--- config.mk ---
export PLATFORM = sky130hd
export DESIGN_NAME = panel_cmd_gen
export DESIGN_NICKNAME = d
export VERILOG_FILES = /design/src/rtl/panel_cmd_pkg.sv /design/src/rtl/rot_encoder.sv /design/src/rtl/cmd_sequencer.sv /design/src/rtl/word_serializer.sv /design/src/rtl/panel_cmd_gen.sv
export SDC_FILE = /design/constraint.sdc
export NUM_CORES = 1
export LEC_CHECK = 0
export ABC_AREA = 1
export BUFFER_PORTS_ARGS = -buffer_cell sky130_fd_sc_hd__buf_2
export CORE_AREA = 2 2 77 79
export DETAILED_ROUTE_END_ITERATION = 12
export DIE_AREA = 0 0 79 81
export PLACE_DENSITY_LB_ADDON = 0.08
export SLEW_MARGIN = 20
export SYNTH_ARGS = -nofsm -noshare
export SYNTH_HDL_FRONTEND = slang
export SYNTH_SLANG_ARGS = --single-unit
--- constraint.sdc ---
create_clock -name clk -period 2.8 [get_ports clk]
set_input_delay 0.14 -clock clk [delete_from_list [all_inputs] [get_ports clk]]
set_output_delay 0.14 -clock clk [all_outputs]
set_load 0.05 [all_outputs]
--- src/rtl/panel_cmd_pkg.sv ---
package panel_cmd_pkg;
  localparam int BYTE_W = 8;
  localparam int WORD_W = BYTE_W + 1;

  localparam logic [BYTE_W-1:0] OP_COL_ADDR  = 8'h2A;
  localparam logic [BYTE_W-1:0] OP_ROW_ADDR  = 8'h2B;
  localparam logic [BYTE_W-1:0] OP_MEM_WRITE = 8'h2C;
  localparam logic [BYTE_W-1:0] OP_ACCESS    = 8'h36;

  localparam int ROT_WORDS = 2;
  localparam int WIN_WORDS = 11;

  typedef enum logic [1:0] {
    ROT_0   = 2'd0,
    ROT_90  = 2'd1,
    ROT_180 = 2'd2,
    ROT_270 = 2'd3
  } rot_e;

  typedef enum logic {
    SEQ_ROT = 1'b0,
    SEQ_WIN = 1'b1
  } seq_e;

  typedef struct packed {
    logic              is_par;
    logic [BYTE_W-1:0] val;
  } cword_t;
endpackage

--- src/rtl/rot_encoder.sv ---
module rot_encoder
  import panel_cmd_pkg::*;
(
  input  logic [1:0]        rot_code,
  input  logic              bgr_sel,
  output logic [BYTE_W-1:0] access_byte
);
  logic [2:0] flip;

  always_comb begin
    unique case (rot_e'(rot_code))
      ROT_0:   flip = 3'b000;
      ROT_90:  flip = 3'b101;
      ROT_180: flip = 3'b110;
      ROT_270: flip = 3'b011;
      default: flip = 3'b000;
    endcase
    access_byte = {flip, 1'b0, bgr_sel, 3'b000};
  end
endmodule

--- src/rtl/cmd_sequencer.sv ---
module cmd_sequencer
  import panel_cmd_pkg::*;
#(
  parameter int COORD_W = 8
) (
  input  logic               clk,
  input  logic               rst_n,
  input  logic               win_req,
  input  logic               rot_req,
  input  logic [COORD_W-1:0] col_start,
  input  logic [COORD_W-1:0] col_end,
  input  logic [COORD_W-1:0] row_start,
  input  logic [COORD_W-1:0] row_end,
  input  logic [BYTE_W-1:0]  access_in,
  input  logic               ser_idle,
  output logic               w_valid,
  output cword_t             w_word,
  output logic               busy
);
  localparam int IDX_W    = $clog2(WIN_WORDS);
  localparam int WIN_LAST = WIN_WORDS - 1;
  localparam int ROT_LAST = ROT_WORDS - 1;

  logic               busy_q, busy_d;
  logic               pend_q, pend_d;
  seq_e               mode_q, mode_d;
  logic [IDX_W-1:0]   idx_q, idx_d;
  logic [COORD_W-1:0] xs_q, xs_d, xe_q, xe_d, ys_q, ys_d, ye_q, ye_d;
  logic [BYTE_W-1:0]  acc_q, acc_d;

  logic accept, advance, last;

  always_comb begin
    accept  = !busy_q && ser_idle && (win_req || rot_req);
    advance = busy_q && ser_idle;
    last    = (mode_q == SEQ_ROT) ? (idx_q == IDX_W'(ROT_LAST))
                                  : (idx_q == IDX_W'(WIN_LAST));
    busy_d = busy_q;
    pend_d = pend_q;
    mode_d = mode_q;
    idx_d  = idx_q;
    xs_d = xs_q; xe_d = xe_q; ys_d = ys_q; ye_d = ye_q;
    acc_d  = acc_q;
    if (accept) begin
      busy_d = 1'b1;
      idx_d  = '0;
      xs_d = col_start; xe_d = col_end;
      ys_d = row_start; ye_d = row_end;
      acc_d = access_in;
      if (rot_req) begin
        mode_d = SEQ_ROT;
        pend_d = win_req;
      end else begin
        mode_d = SEQ_WIN;
        pend_d = 1'b0;
      end
    end else if (advance) begin
      if (!last) begin
        idx_d = idx_q + 1'b1;
      end else if (pend_q) begin
        mode_d = SEQ_WIN;
        pend_d = 1'b0;
        idx_d  = '0;
      end else begin
        busy_d = 1'b0;
      end
    end
  end

  always_ff @(posedge clk or negedge rst_n) begin
    if (!rst_n) begin
      busy_q <= 1'b0;
      pend_q <= 1'b0;
      mode_q <= SEQ_ROT;
      idx_q  <= '0;
      xs_q <= '0; xe_q <= '0; ys_q <= '0; ye_q <= '0;
      acc_q  <= '0;
    end else begin
      busy_q <= busy_d;
      pend_q <= pend_d;
      mode_q <= mode_d;
      idx_q  <= idx_d;
      if (accept) begin
        xs_q <= xs_d; xe_q <= xe_d; ys_q <= ys_d; ye_q <= ye_d;
        acc_q <= acc_d;
      end
    end
  end

  always_comb begin
    w_word = '{is_par: 1'b1, val: '0};
    if (mode_q == SEQ_ROT) begin
      if (idx_q == '0) w_word = '{is_par: 1'b0, val: OP_ACCESS};
      else             w_word = '{is_par: 1'b1, val: acc_q};
    end else begin
      unique case (idx_q)
        IDX_W'(0):  w_word = '{is_par: 1'b0, val: OP_COL_ADDR};
        IDX_W'(2):  w_word.val = BYTE_W'(xs_q);
        IDX_W'(4):  w_word.val = BYTE_W'(xe_q);
        IDX_W'(5):  w_word = '{is_par: 1'b0, val: OP_ROW_ADDR};
        IDX_W'(7):  w_word.val = BYTE_W'(ys_q);
        IDX_W'(9):  w_word.val = BYTE_W'(ye_q);
        IDX_W'(10): w_word = '{is_par: 1'b0, val: OP_MEM_WRITE};
        default:    w_word.val = '0;
      endcase
    end
  end

  assign w_valid = busy_q;
  assign busy    = busy_q;

  a_r7_pending_only_after_rot: assert property (@(posedge clk) disable iff (!rst_n)
    pend_q |-> (mode_q == SEQ_ROT && busy_q));
  a_r3_index_in_range: assert property (@(posedge clk) disable iff (!rst_n)
    busy_q |-> (idx_q <= IDX_W'(WIN_LAST)));
  a_r10_capture_frozen: assert property (@(posedge clk) disable iff (!rst_n)
    (busy_q && $past(busy_q)) |-> ($stable(xs_q) && $stable(ye_q) && $stable(acc_q)));
endmodule

--- src/rtl/word_serializer.sv ---
module word_serializer
  import panel_cmd_pkg::*;
#(
  parameter int HALF_BIT_CYC = 2
) (
  input  logic   clk,
  input  logic   rst_n,
  input  logic   load,
  input  cword_t word,
  output logic   idle,
  output logic   sclk,
  output logic   sdo,
  output logic   cs_n
);
  localparam int CNT_W = $clog2(HALF_BIT_CYC + 1);
  localparam int BIT_W = $clog2(WORD_W + 1);

  typedef enum logic [1:0] {S_IDLE, S_SHIFT, S_GAP} sst_e;

  sst_e               st_q, st_d;
  logic [WORD_W-1:0]  sh_q, sh_d;
  logic [BIT_W-1:0]   bit_q, bit_d;
  logic               half_q, half_d;
  logic [CNT_W-1:0]   cnt_q, cnt_d;
  logic               cnt_done;

  always_comb begin
    cnt_done = (cnt_q == CNT_W'(HALF_BIT_CYC - 1));
    st_d = st_q; sh_d = sh_q; bit_d = bit_q; half_d = half_q; cnt_d = cnt_q;
    unique case (st_q)
      S_IDLE: begin
        if (load) begin
          st_d = S_SHIFT; sh_d = word; bit_d = '0; half_d = 1'b0; cnt_d = '0;
        end
      end
      S_SHIFT: begin
        cnt_d = cnt_q + 1'b1;
        if (cnt_done) begin
          cnt_d = '0;
          if (!half_q) begin
            half_d = 1'b1;
          end else begin
            half_d = 1'b0;
            if (bit_q == BIT_W'(WORD_W - 1)) begin
              st_d = S_GAP;
            end else begin
              bit_d = bit_q + 1'b1;
              sh_d  = {sh_q[WORD_W-2:0], 1'b0};
            end
          end
        end
      end
      S_GAP: begin
        cnt_d = cnt_q + 1'b1;
        if (cnt_done) begin
          cnt_d = '0;
          st_d  = S_IDLE;
        end
      end
      default: st_d = S_IDLE;
    endcase
  end

  always_ff @(posedge clk or negedge rst_n) begin
    if (!rst_n) begin
      st_q <= S_IDLE; sh_q <= '0; bit_q <= '0; half_q <= 1'b0; cnt_q <= '0;
    end else begin
      st_q <= st_d; sh_q <= sh_d; bit_q <= bit_d; half_q <= half_d; cnt_q <= cnt_d;
    end
  end

  assign idle = (st_q == S_IDLE);
  assign sclk = half_q;
  assign sdo  = sh_q[WORD_W-1];
  assign cs_n = (st_q != S_SHIFT);

  a_r2_clock_parked: assert property (@(posedge clk) disable iff (!rst_n)
    cs_n |-> !sclk);
  a_r2_data_stable_high: assert property (@(posedge clk) disable iff (!rst_n)
    (sclk && $past(sclk)) |-> $stable(sdo));
  a_r2_frame_starts_on_load: assert property (@(posedge clk) disable iff (!rst_n)
    $fell(cs_n) |-> $past(load));
endmodule

--- src/rtl/panel_cmd_gen.sv ---
module panel_cmd_gen
  import panel_cmd_pkg::*;
#(
  parameter int COORD_W      = 8,
  parameter int HALF_BIT_CYC = 2
) (
  input  logic               clk,
  input  logic               rst_n,
  input  logic               win_req,
  input  logic               rot_req,
  input  logic [COORD_W-1:0] col_start,
  input  logic [COORD_W-1:0] col_end,
  input  logic [COORD_W-1:0] row_start,
  input  logic [COORD_W-1:0] row_end,
  input  logic [1:0]         rot_code,
  input  logic               bgr_sel,
  output logic               ready,
  output logic               ser_clk,
  output logic               ser_dat,
  output logic               ser_cs_n
);
  logic [1:0]        rst_sync_q;
  logic              rst_int_n;
  logic [BYTE_W-1:0] access_in;
  logic              ser_idle, w_valid, busy;
  cword_t            w_word;

  always_ff @(posedge clk or negedge rst_n) begin
    if (!rst_n) rst_sync_q <= 2'b00;
    else        rst_sync_q <= {rst_sync_q[0], 1'b1};
  end
  assign rst_int_n = rst_sync_q[1];

  rot_encoder u_enc (
    .rot_code    (rot_code),
    .bgr_sel     (bgr_sel),
    .access_byte (access_in)
  );

  cmd_sequencer #(.COORD_W(COORD_W)) u_seq (
    .clk       (clk),
    .rst_n     (rst_int_n),
    .win_req   (win_req),
    .rot_req   (rot_req),
    .col_start (col_start),
    .col_end   (col_end),
    .row_start (row_start),
    .row_end   (row_end),
    .access_in (access_in),
    .ser_idle  (ser_idle),
    .w_valid   (w_valid),
    .w_word    (w_word),
    .busy      (busy)
  );

  word_serializer #(.HALF_BIT_CYC(HALF_BIT_CYC)) u_ser (
    .clk  (clk),
    .rst_n(rst_int_n),
    .load (w_valid),
    .word (w_word),
    .idle (ser_idle),
    .sclk (ser_clk),
    .sdo  (ser_dat),
    .cs_n (ser_cs_n)
  );

  assign ready = !busy && ser_idle && rst_int_n;

  a_r8_accept_drops_ready: assert property (@(posedge clk) disable iff (!rst_int_n)
    (ready && (win_req || rot_req)) |=> !ready);
  a_r8_no_frame_when_ready: assert property (@(posedge clk) disable iff (!rst_int_n)
    ready |-> ser_cs_n);
endmodule

# ---- Yosys cells after proc, flatten, opt, wreduce, memory -nomap -nowiden
# Cells that the tools add are included.
dict set report word_totals {
  regBits 63
  in_bits 39
  output_inout_bits 4
}
dict set report classes {
  add_sub_neg 3
  n_eq_ne 23
  mux 46
  n_reduce_logical 24
}
# cell count
set ops {}
lappend ops {{one-hot mux 8 bit (7 select lines)} 1}
lappend ops {{2-to-1 mux 9 bit} 6}
lappend ops {{2-to-1 mux 4 bit} 8}
lappend ops {{2-to-1 mux 1 bit} 18}
lappend ops {{one-hot mux 9 bit (2 select lines)} 1}
lappend ops {{2-to-1 mux 2 bit} 7}
lappend ops {{== test 4 x 3 -> 1 bit, second input constant} 3}
lappend ops {{== test 4 bit, second input constant} 3}
lappend ops {{one-hot mux 3 bit (4 select lines)} 1}
lappend ops {{inequality test 2 x 1 -> 1 bit, second input constant} 5}
lappend ops {{AND reduction 5 bit} 2}
lappend ops {{nonzero test 2 bit} 5}
lappend ops {{AND reduction 3 bit} 3}
lappend ops {{adder 4 x 1 -> 4 bit, second input constant} 2}
lappend ops {{one-hot mux 4 bit (2 select lines)} 1}
lappend ops {{== test 2 x 1 -> 1 bit, second input constant} 3}
lappend ops {{== test 2 bit, second input constant} 3}
lappend ops {{inequality test 2 bit, second input constant} 3}
lappend ops {{one-hot mux 2 bit (3 select lines)} 1}
lappend ops {{AND reduction 2 bit} 3}
lappend ops {{== test 4 x 1 -> 1 bit, second input constant} 1}
lappend ops {{== test 4 x 2 -> 1 bit, second input constant} 1}
lappend ops {{logical AND 1 bit} 4}
lappend ops {{zero test 2 bit} 2}
lappend ops {{9 further kinds} 9}

# ---- Logic depth before layout (Yosys ltp)
# Gate-level depths: netlist of the first run.
dict set report depth {
  ltp_word 6
  mapped_depth 13
  ltp_nobuf 11
}

# ---- Hierarchy
# A second synthesis of the first run with hierarchy kept.
dict set report unflattened {
  hier_cells 509
  area_unflattened_um2 3808.7
}
# module instances cells_each area_per_inst_um2
set modules_own_cells {}
lappend modules_own_cells {cmd_sequencer 1 336 2536.2}
lappend modules_own_cells {word_serializer 1 152 1094.8}
lappend modules_own_cells {rot_encoder 1 16 113.9}
lappend modules_own_cells {panel_cmd_gen 1 5 63.8}

# ---- Worst setup path before layout of the first run
# OpenSTA, ideal clock, no wires.
dict set report synth_path {
  path_kind {register to output}
  from {reg rst_sync_q[1]}
  to {out ready}
  arrival_ns 2.437
  required_ns 2.660
  path_slack_ns 0.223
  path_stages_with_launch 3
  path_buffers 0
  cell_sequence {dfrtp_1 -> inv_1 -> nor2_1}
}
dict set report synth_via {
  elab_chain_cells 1
}
# element line
set synth_rtl {}
lappend synth_rtl {{start, declared} panel_cmd_gen.sv:22} ;# logic [1:0] rst_sync_q;
lappend synth_rtl {{start signal, assigned} panel_cmd_gen.sv:30} ;# else rst_sync_q <= {rst_sync_q[0], 1'b1};
lappend synth_rtl {{logical AND 1 bit} panel_cmd_gen.sv:67} ;# assign ready = !busy && ser_idle && rst_int_n;
lappend synth_rtl {{end, declared} panel_cmd_gen.sv:17} ;# output logic ready,
# No other way between the ends.

# ---- Final worst setup path of the first run
dict set report layout_path {
  from {reg u_ser.st_q[1]}
  to {reg u_ser.sh_q[5]}
}
dict set report layout_via {
  elab_chain_cells 3
  word_cells_on_any_way 9
}
# element line
set layout_rtl {}
lappend layout_rtl {{start, declared} word_serializer.sv:20} ;# sst_e st_q, st_d;
lappend layout_rtl {{start signal, assigned} word_serializer.sv:66} ;# st_q <= S_IDLE; sh_q <= '0; bit_q <= '0; half_q <= 1'b0; cnt_q <= '0;
lappend layout_rtl {{start signal, assigned} word_serializer.sv:68} ;# st_q <= st_d; sh_q <= sh_d; bit_q <= bit_d; half_q <= half_d; cnt_q <= cnt_d;
lappend layout_rtl {{== test 2 x 1 -> 1 bit or zero test 2 bit (tied branches)} word_serializer.sv:30} ;# unique case (st_q)
lappend layout_rtl {{inequality test 2 x 1 -> 1 bit (no source line), or another cell as far along} -}
lappend layout_rtl {{AND reduction 5 bit (no source line)} -}
lappend layout_rtl {{end signal, assigned} word_serializer.sv:66}
lappend layout_rtl {{end signal, assigned} word_serializer.sv:68}
lappend layout_rtl {{end, declared} word_serializer.sv:21} ;# logic [WORD_W-1:0] sh_q, sh_d;
# Several ways; a longest one is shown, not always the timed one.
# A chain may end at the register's enable or synchronous reset.

==> impl_metrics.ini, run 1 <==
[outcome]
status = complete, no violations

[floorplan]
io_pins = 43
die_area_sq_mm = 0.00640
die_x_um = 79
core_area_sq_mm = 0.00568
die_h_um = 81
start_util_pct = 59.0
rows = 28

[detailed_routing]
wl_um = 6830
routedWlPerCell_um = 12.0
drc = 0
ant_nets = 0
drt-vias-per-instance = 4.94
vias = 2819
firstDrtPassIters = 4
drt_iter0_markers = 82

[placement]
port_buffers = 42
placed_cell_area_sq_mm = 0.00357
placedCellCount = 546
place_congestion = 0.857
hpwl_um = 4980

[power]
powerDensity_mw_per_mm2 = 1070
finalPower_w = 0.00411
p_int_w = 0.00227
p_sw_share_pct = 44.8
combPwrFrac_pct = 44.6
power.switching_w = 0.00184
pwr-share-clk_pct = 16.6
leakage_nw = 2.12
seqPwrFrac_pct = 38.8
peakVddDrop_v = 0.000666

[clock_tree]
clock_path_buffers = 2
cts.sinks = 63
path_clk_slew_ns = 0.07
cts_tree = built
cts_buffers = 9
clkLatencyLatePin_ns = 0.33
clockRootBuffer = clkbuf_8
cts_max_level = 3

[global_route]
grt_usage_pct = 23.5
grt_first_pass_wirelength_um = 11600
gr-total-overflow = 0
antenna_found_initial = 0
grt_max_degree = 62
grt_pass1_vias = 2646

[logic_synthesis]
synthArstFlopShare_pct = 100
synth_cell_types = 28
syn_area_per_cell_sq_um = 7.58
synth_warnings = 0
ys.flop_type = dfrtp_1
synth_top_area_cell = dfrtp_1
syn_nets = 495
synthCells = 442
synthTopCellsByCount = nand2_1 (182), dfrtp_1 (63), inv_1 (41), nor2_1 (35), o21ai_0 (26)
post_synth_main_area_contributors = dfrtp_1 (47%), nand2_1 (20%), ha_1 (5.2%)
synth_top_cell_area_share_pct = 47.1
yosysMostFrequentCell = nand2_1
synth_edf_count = 0
synth-seq-area-share_pct = 47.1
syn_area_sq_mm = 0.00335
ys_seq_elements = 63

[layout]
nFillCells = 525
areaGrowthSynthToFinish_pct = 14.4
stdcell_count = 571
drive_gt1_share_pct = 15.3
nNetsFinal = 544
design_area_sq_mm = 0.00383
diodes = 0

[timing]
final-setup-viol-count = 0
fin_crit_sh_pct = 69.0
slew_violations = 0
rsz0062_at_grt = false
min_period_ns = 1.93
max_freq_mhz = 517
tightest_slew_ns = 0.774
hold_viol = 0
max-slew-margin-rel_pct = 48.4
fin_tns_setup_ns = 0
skew_ns = 0.0100

[worst_hold_path]
min_path_type = primary input to flop
hold_path_depth = 3
hold_end = u_seq.ye_q[4]$_DFFE_PN0P_
worstHoldStart = row_end[4]

[setup_path]
path_class = flop to flop
endpoint_kind = flop
worst-path-buf-inv = 4
cp_slowest_cell = dfrtp_1
reg2reg_depth = 11
cp.required_ns = 3.07
crit_arrival_ns = 2.21
worst_setup_path_start_kind = flop
r2r_start = u_ser.st_q[1]$_DFFE_PN0P_
critPathTopFamily = simple AND/OR/NAND/NOR gates
crit_top_cell = inv_1
path_cells = inv_1 > ha_1 > inv_4 > nor2_1 > inv_1 > nand3_2 > nor2_2 > nand2_1 > inv_1 > nand3_1 > nand2_1
crit_path_max_fanout = 14
r2r_end = u_ser.sh_q[5]$_DFFE_PN0P_
cpPeakStageDelay_ns = 0.37
r2r_slack_ns = 0.87

[job]
maxCapViolCount = 0
## tightest hold or removal path, stage by stage
cell and delay, ns:
buf_2 0.07, nand2_1 0.04, nand2_1 0.05
## per-stage QoR
stage,hold slack (ns),utilization [%],setup slack (ns)
3_3_place_gp,-0.0740,63.0,0.935
4_1_cts,0.0000862,67.5,0.852
6_report,0.00583,67.5,0.867
2_1_floorplan,-0.156,-,0.223
5_1_grt,0.0137,67.5,0.621
3_5_place_dp,-0.0717,63.0,0.867
## cells by family after synthesis
kind of cell	count (synthesis)	synth area share [%]
AND/OR/NAND/NOR	259	32.2
flip-flops	63	47.1
buffers and inverters	61	8.22
AO/OA/AOI/OAI	41	6.39
adder cells (fa/ha/maj)	14	5.23
XOR/XNOR	3	0.785
other	1	0.112
## worst max path at each step
stage / start / end / depth (start not counted)
floorplan: rst_sync_q[1]$_DFF_PN0_ / ready / 2
global placement: u_ser.st_q[1]$_DFFE_PN0P_ / u_ser.sh_q[5]$_DFFE_PN0P_ / 11
detailed placement: u_ser.st_q[1]$_DFFE_PN0P_ / u_ser.sh_q[5]$_DFFE_PN0P_ / 11
CTS: u_ser.st_q[1]$_DFFE_PN0P_ / u_ser.sh_q[5]$_DFFE_PN0P_ / 11
global route: u_ser.st_q[1]$_DFFE_PN0P_ / u_ser.sh_q[5]$_DFFE_PN0P_ / 11
finish: u_ser.st_q[1]$_DFFE_PN0P_ / u_ser.sh_q[5]$_DFFE_PN0P_ / 11
## registers in the layout, summed over array words and instances (netlist names)
name,flops
u_seq.ye_q,8
u_ser.sclk,1
u_ser.sh_q,9
u_ser.st_q,2
u_seq.xe_q,8
u_seq.idx_q,4
u_seq.xs_q,8
u_ser.cnt_q,2
u_seq.mode_q,1
u_ser.bit_q,4
rst_sync_q,2
u_seq.pend_q,1
u_seq.ys_q,8
u_seq.busy,1
u_seq.acc_q,4
## final cells by class
| type | instances | area [sq um] | area share, % |
|---|---|---|---|
| clock buffer | 12 | 145 | 3.79 |
| clock inverter | 4 | 22.5 | 0.588 |
| inverter | 46 | 180 | 4.70 |
| multi-input combinational | 318 | 1500 | 39.1 |
| sequential | 63 | 1580 | 41.2 |
| tap | 75 | 93.8 | 2.45 |
| timing repair buffer | 53 | 315 | 8.23 |
## placed cells by master (no fill, tap or decap), types with 11 or more instances in the layout
cell type,n
nand2_1,182
dfrtp_1,62
buf_2,42
inv_1,41
nor2_1,35
o21ai_0,26
nand3_1,19
ha_1,14
nand4_1,11
## routing by layer
metal,vias up,track usage [%],part of all wire (%)
met5,-,0,0
met4,0,7.76,1.4
met1,1296,30.4,46
li1,1468,-,-
met2,45,40.8,49
met3,10,3.67,3.0
## repair_timing
item                                   4_1_cts  5_1_grt
hold buffers                                 9        0
buffers inserted                             0        0
endpoints found under the hold margin       10        0
resized for setup                            0        0
## power groups by stage
stage | sequential (W) | clock (W) | combinational [W]
global placement | 0.00160 | 0 | 0.00179
CTS | 0.00160 | 0.000697 | 0.00185
finish | 0.00160 | 0.000681 | 0.00183
detailed placement | 0.00161 | 0 | 0.00184
global route | 0.00165 | 0.000740 | 0.00213
floorplan | 0.00157 | 0 | 0.00152
Power figures use the tool's default switching activity.
==> run 2: changes to the inputs <==
- CORE_AREA: 2 2 77 79 -> 2 2 79 81
- DIE_AREA: 0 0 79 81 -> 0 0 81 83
- clock period: 2.8 -> 1.8 ns (I/O delays scaled with it)
==> impl_metrics.ini, run 2 (synthesis results as in run 1) <==
[outcome]
status = complete, no violations

[floorplan]
start_util_pct = 57.6
rows = 28
die_h_um = 83
io_pins = 43
die_x_um = 81
die_area_sq_mm = 0.00672
core_area_sq_mm = 0.00582

[timing]
hold_viol = 0
max_freq_mhz = 596
slew_violations = 0
final.setup.worst_slack_ns = 0.123
whs_ns = 0.0324
final-setup-viol-count = 0
min_period_ns = 1.68
skew_ns = 0.00913
fin_crit_sh_pct = 93.2

[job]
maxCapViolCount = 0

[global_route]
antenna_found_initial = 0
grt_max_degree = 62
grt_usage_pct = 25.5
grt_first_pass_wirelength_um = 13400
grt_pass1_vias = 2971
gr-total-overflow = 0

[clock_tree]
cts_buffers = 9
path_clk_slew_ns = 0.07
cts.sinks = 63
cts_tree = built
cts_max_level = 3
cts_setup_buffers = 0
clockRootBuffer = clkbuf_8
clock_path_buffers = 2
clkLatencyLatePin_ns = 0.34

[setup_path]
crit_arrival_ns = 1.59
critPathTopFamily = buffers and inverters
cpPeakStageDelay_ns = 0.42
cp.required_ns = 1.71
path_cells = inv_1 > ha_4 > nand2_4 > nor2_1 > buf_2
worst-path-buf-inv = 2
path_class = flop to primary output
worst_setup_path_start_kind = flop
cp_slowest_cell = dfrtp_1
crit_path_max_fanout = 6
endpoint_kind = primary output

[placement]
port_buffers = 42
place_congestion = 0.890
placed_cell_area_sq_mm = 0.00364
pre_cts_ws_ns = 0.0487
hpwl_um = 5230

[detailed_routing]
wl_um = 7790
ant_nets = 0
vias = 3052
drt_iter0_markers = 132
drc = 0
drt-vias-per-instance = 5.06
routedWlPerCell_um = 12.9
firstDrtPassIters = 4

[power]
powerDensity_mw_per_mm2 = 1650
leakage_nw = 2.30
peakVddDrop_v = 0.00133

[layout]
diodes = 0
nNetsFinal = 576
drive_gt1_share_pct = 17.0
final_cell_mix = nand2_1 (182), dfrtp_1 (62), buf_2 (42)
design_area_sq_mm = 0.00425
nFillCells = 457
areaGrowthSynthToFinish_pct = 27.0
multiInputGateArea_sq_mm = 0.00155
regArea_sq_mm = 0.00158
largest_register_ffs = 9
top_register = u_ser.sh_q
layout_commonest_cell = nand2_1

[worst_hold_path]
min_path_type = primary input to flop
==> run 2: area by class of cell <==
class | instances | area share (%)
well taps | 75 | 2.21
multi-input cells | 318 | 36.4
flip-flops and latches | 63 | 37.2
clock inverters | 3 | 0.942
repair buffers | 85 | 15.0
clock buffers | 13 | 3.97
inverters | 46 | 4.30
==> run 2: power breakdown <==
part	internal [W]	switching [W]	leakage (nW)
Combinational	0.00113	0.00208	1.41
Sequential	0.00206	0.000442	0.783
Clock	0.000749	0.000528	0.109
Total	0.00395	0.00305	2.30
==> run 2: what timing repair did <==
item,4_1_cts,5_1_grt
endpoints found under the hold margin,35,0
endpoints found under the setup margin,0,39
hold buffers,34,0
gates resized for setup,0,17
==> run 2: worst paths after layout <==
check	startpoint	cells past startpoint	end	slack [ns]
max	u_ser.st_q[0]$_DFFE_PN0P_	5	ready	0.12
min	col_end[4]	3	u_seq.xe_q[4]$_DFFE_PN0P_	0.03
max reg2reg	u_ser.st_q[0]$_DFFE_PN0P_	10	u_ser.sh_q[5]$_DFFE_PN0P_	0.13
min reg2reg	rst_sync_q[1]$_DFF_PN0_	1	u_seq.idx_q[0]$_DFFE_PN0P_	0.33
max in group asynchronous	rst_sync_q[1]$_DFF_PN0_	1	u_seq.ye_q[3]$_DFFE_PN0P_	1.18
min in group asynchronous	rst_n	2	rst_sync_q[1]$_DFF_PN0_	0.07
==> run 2: worst min-delay path, stage by stage <==
cell     delay (ns)
buf_2          0.09
nand2_1        0.06
o21ai_0        0.08
==> run 2: stage by stage <==
step	total power [W]	util [%]	instances	setup TNS [ns]
global route	0.00766	73.1	603	-0.00482
floorplan	0.00480	-	442	0
finish	0.00699	73.1	603	0
detailed placement	0.00549	62.6	553	0
global placement	0.00539	62.6	553	0
CTS	0.00684	72.1	603	0
==> run 2: layer usage <==
layer	routed length, um	vias to the layer above	share of wire (%)	GRT usage, %
li1	-	1541	-	-
met1	3500	1427	45	32.9
met4	151	0	1.9	9.71
met2	3880	65	50	42.2
met5	0	-	0	0
met3	268	19	3.4	4.35
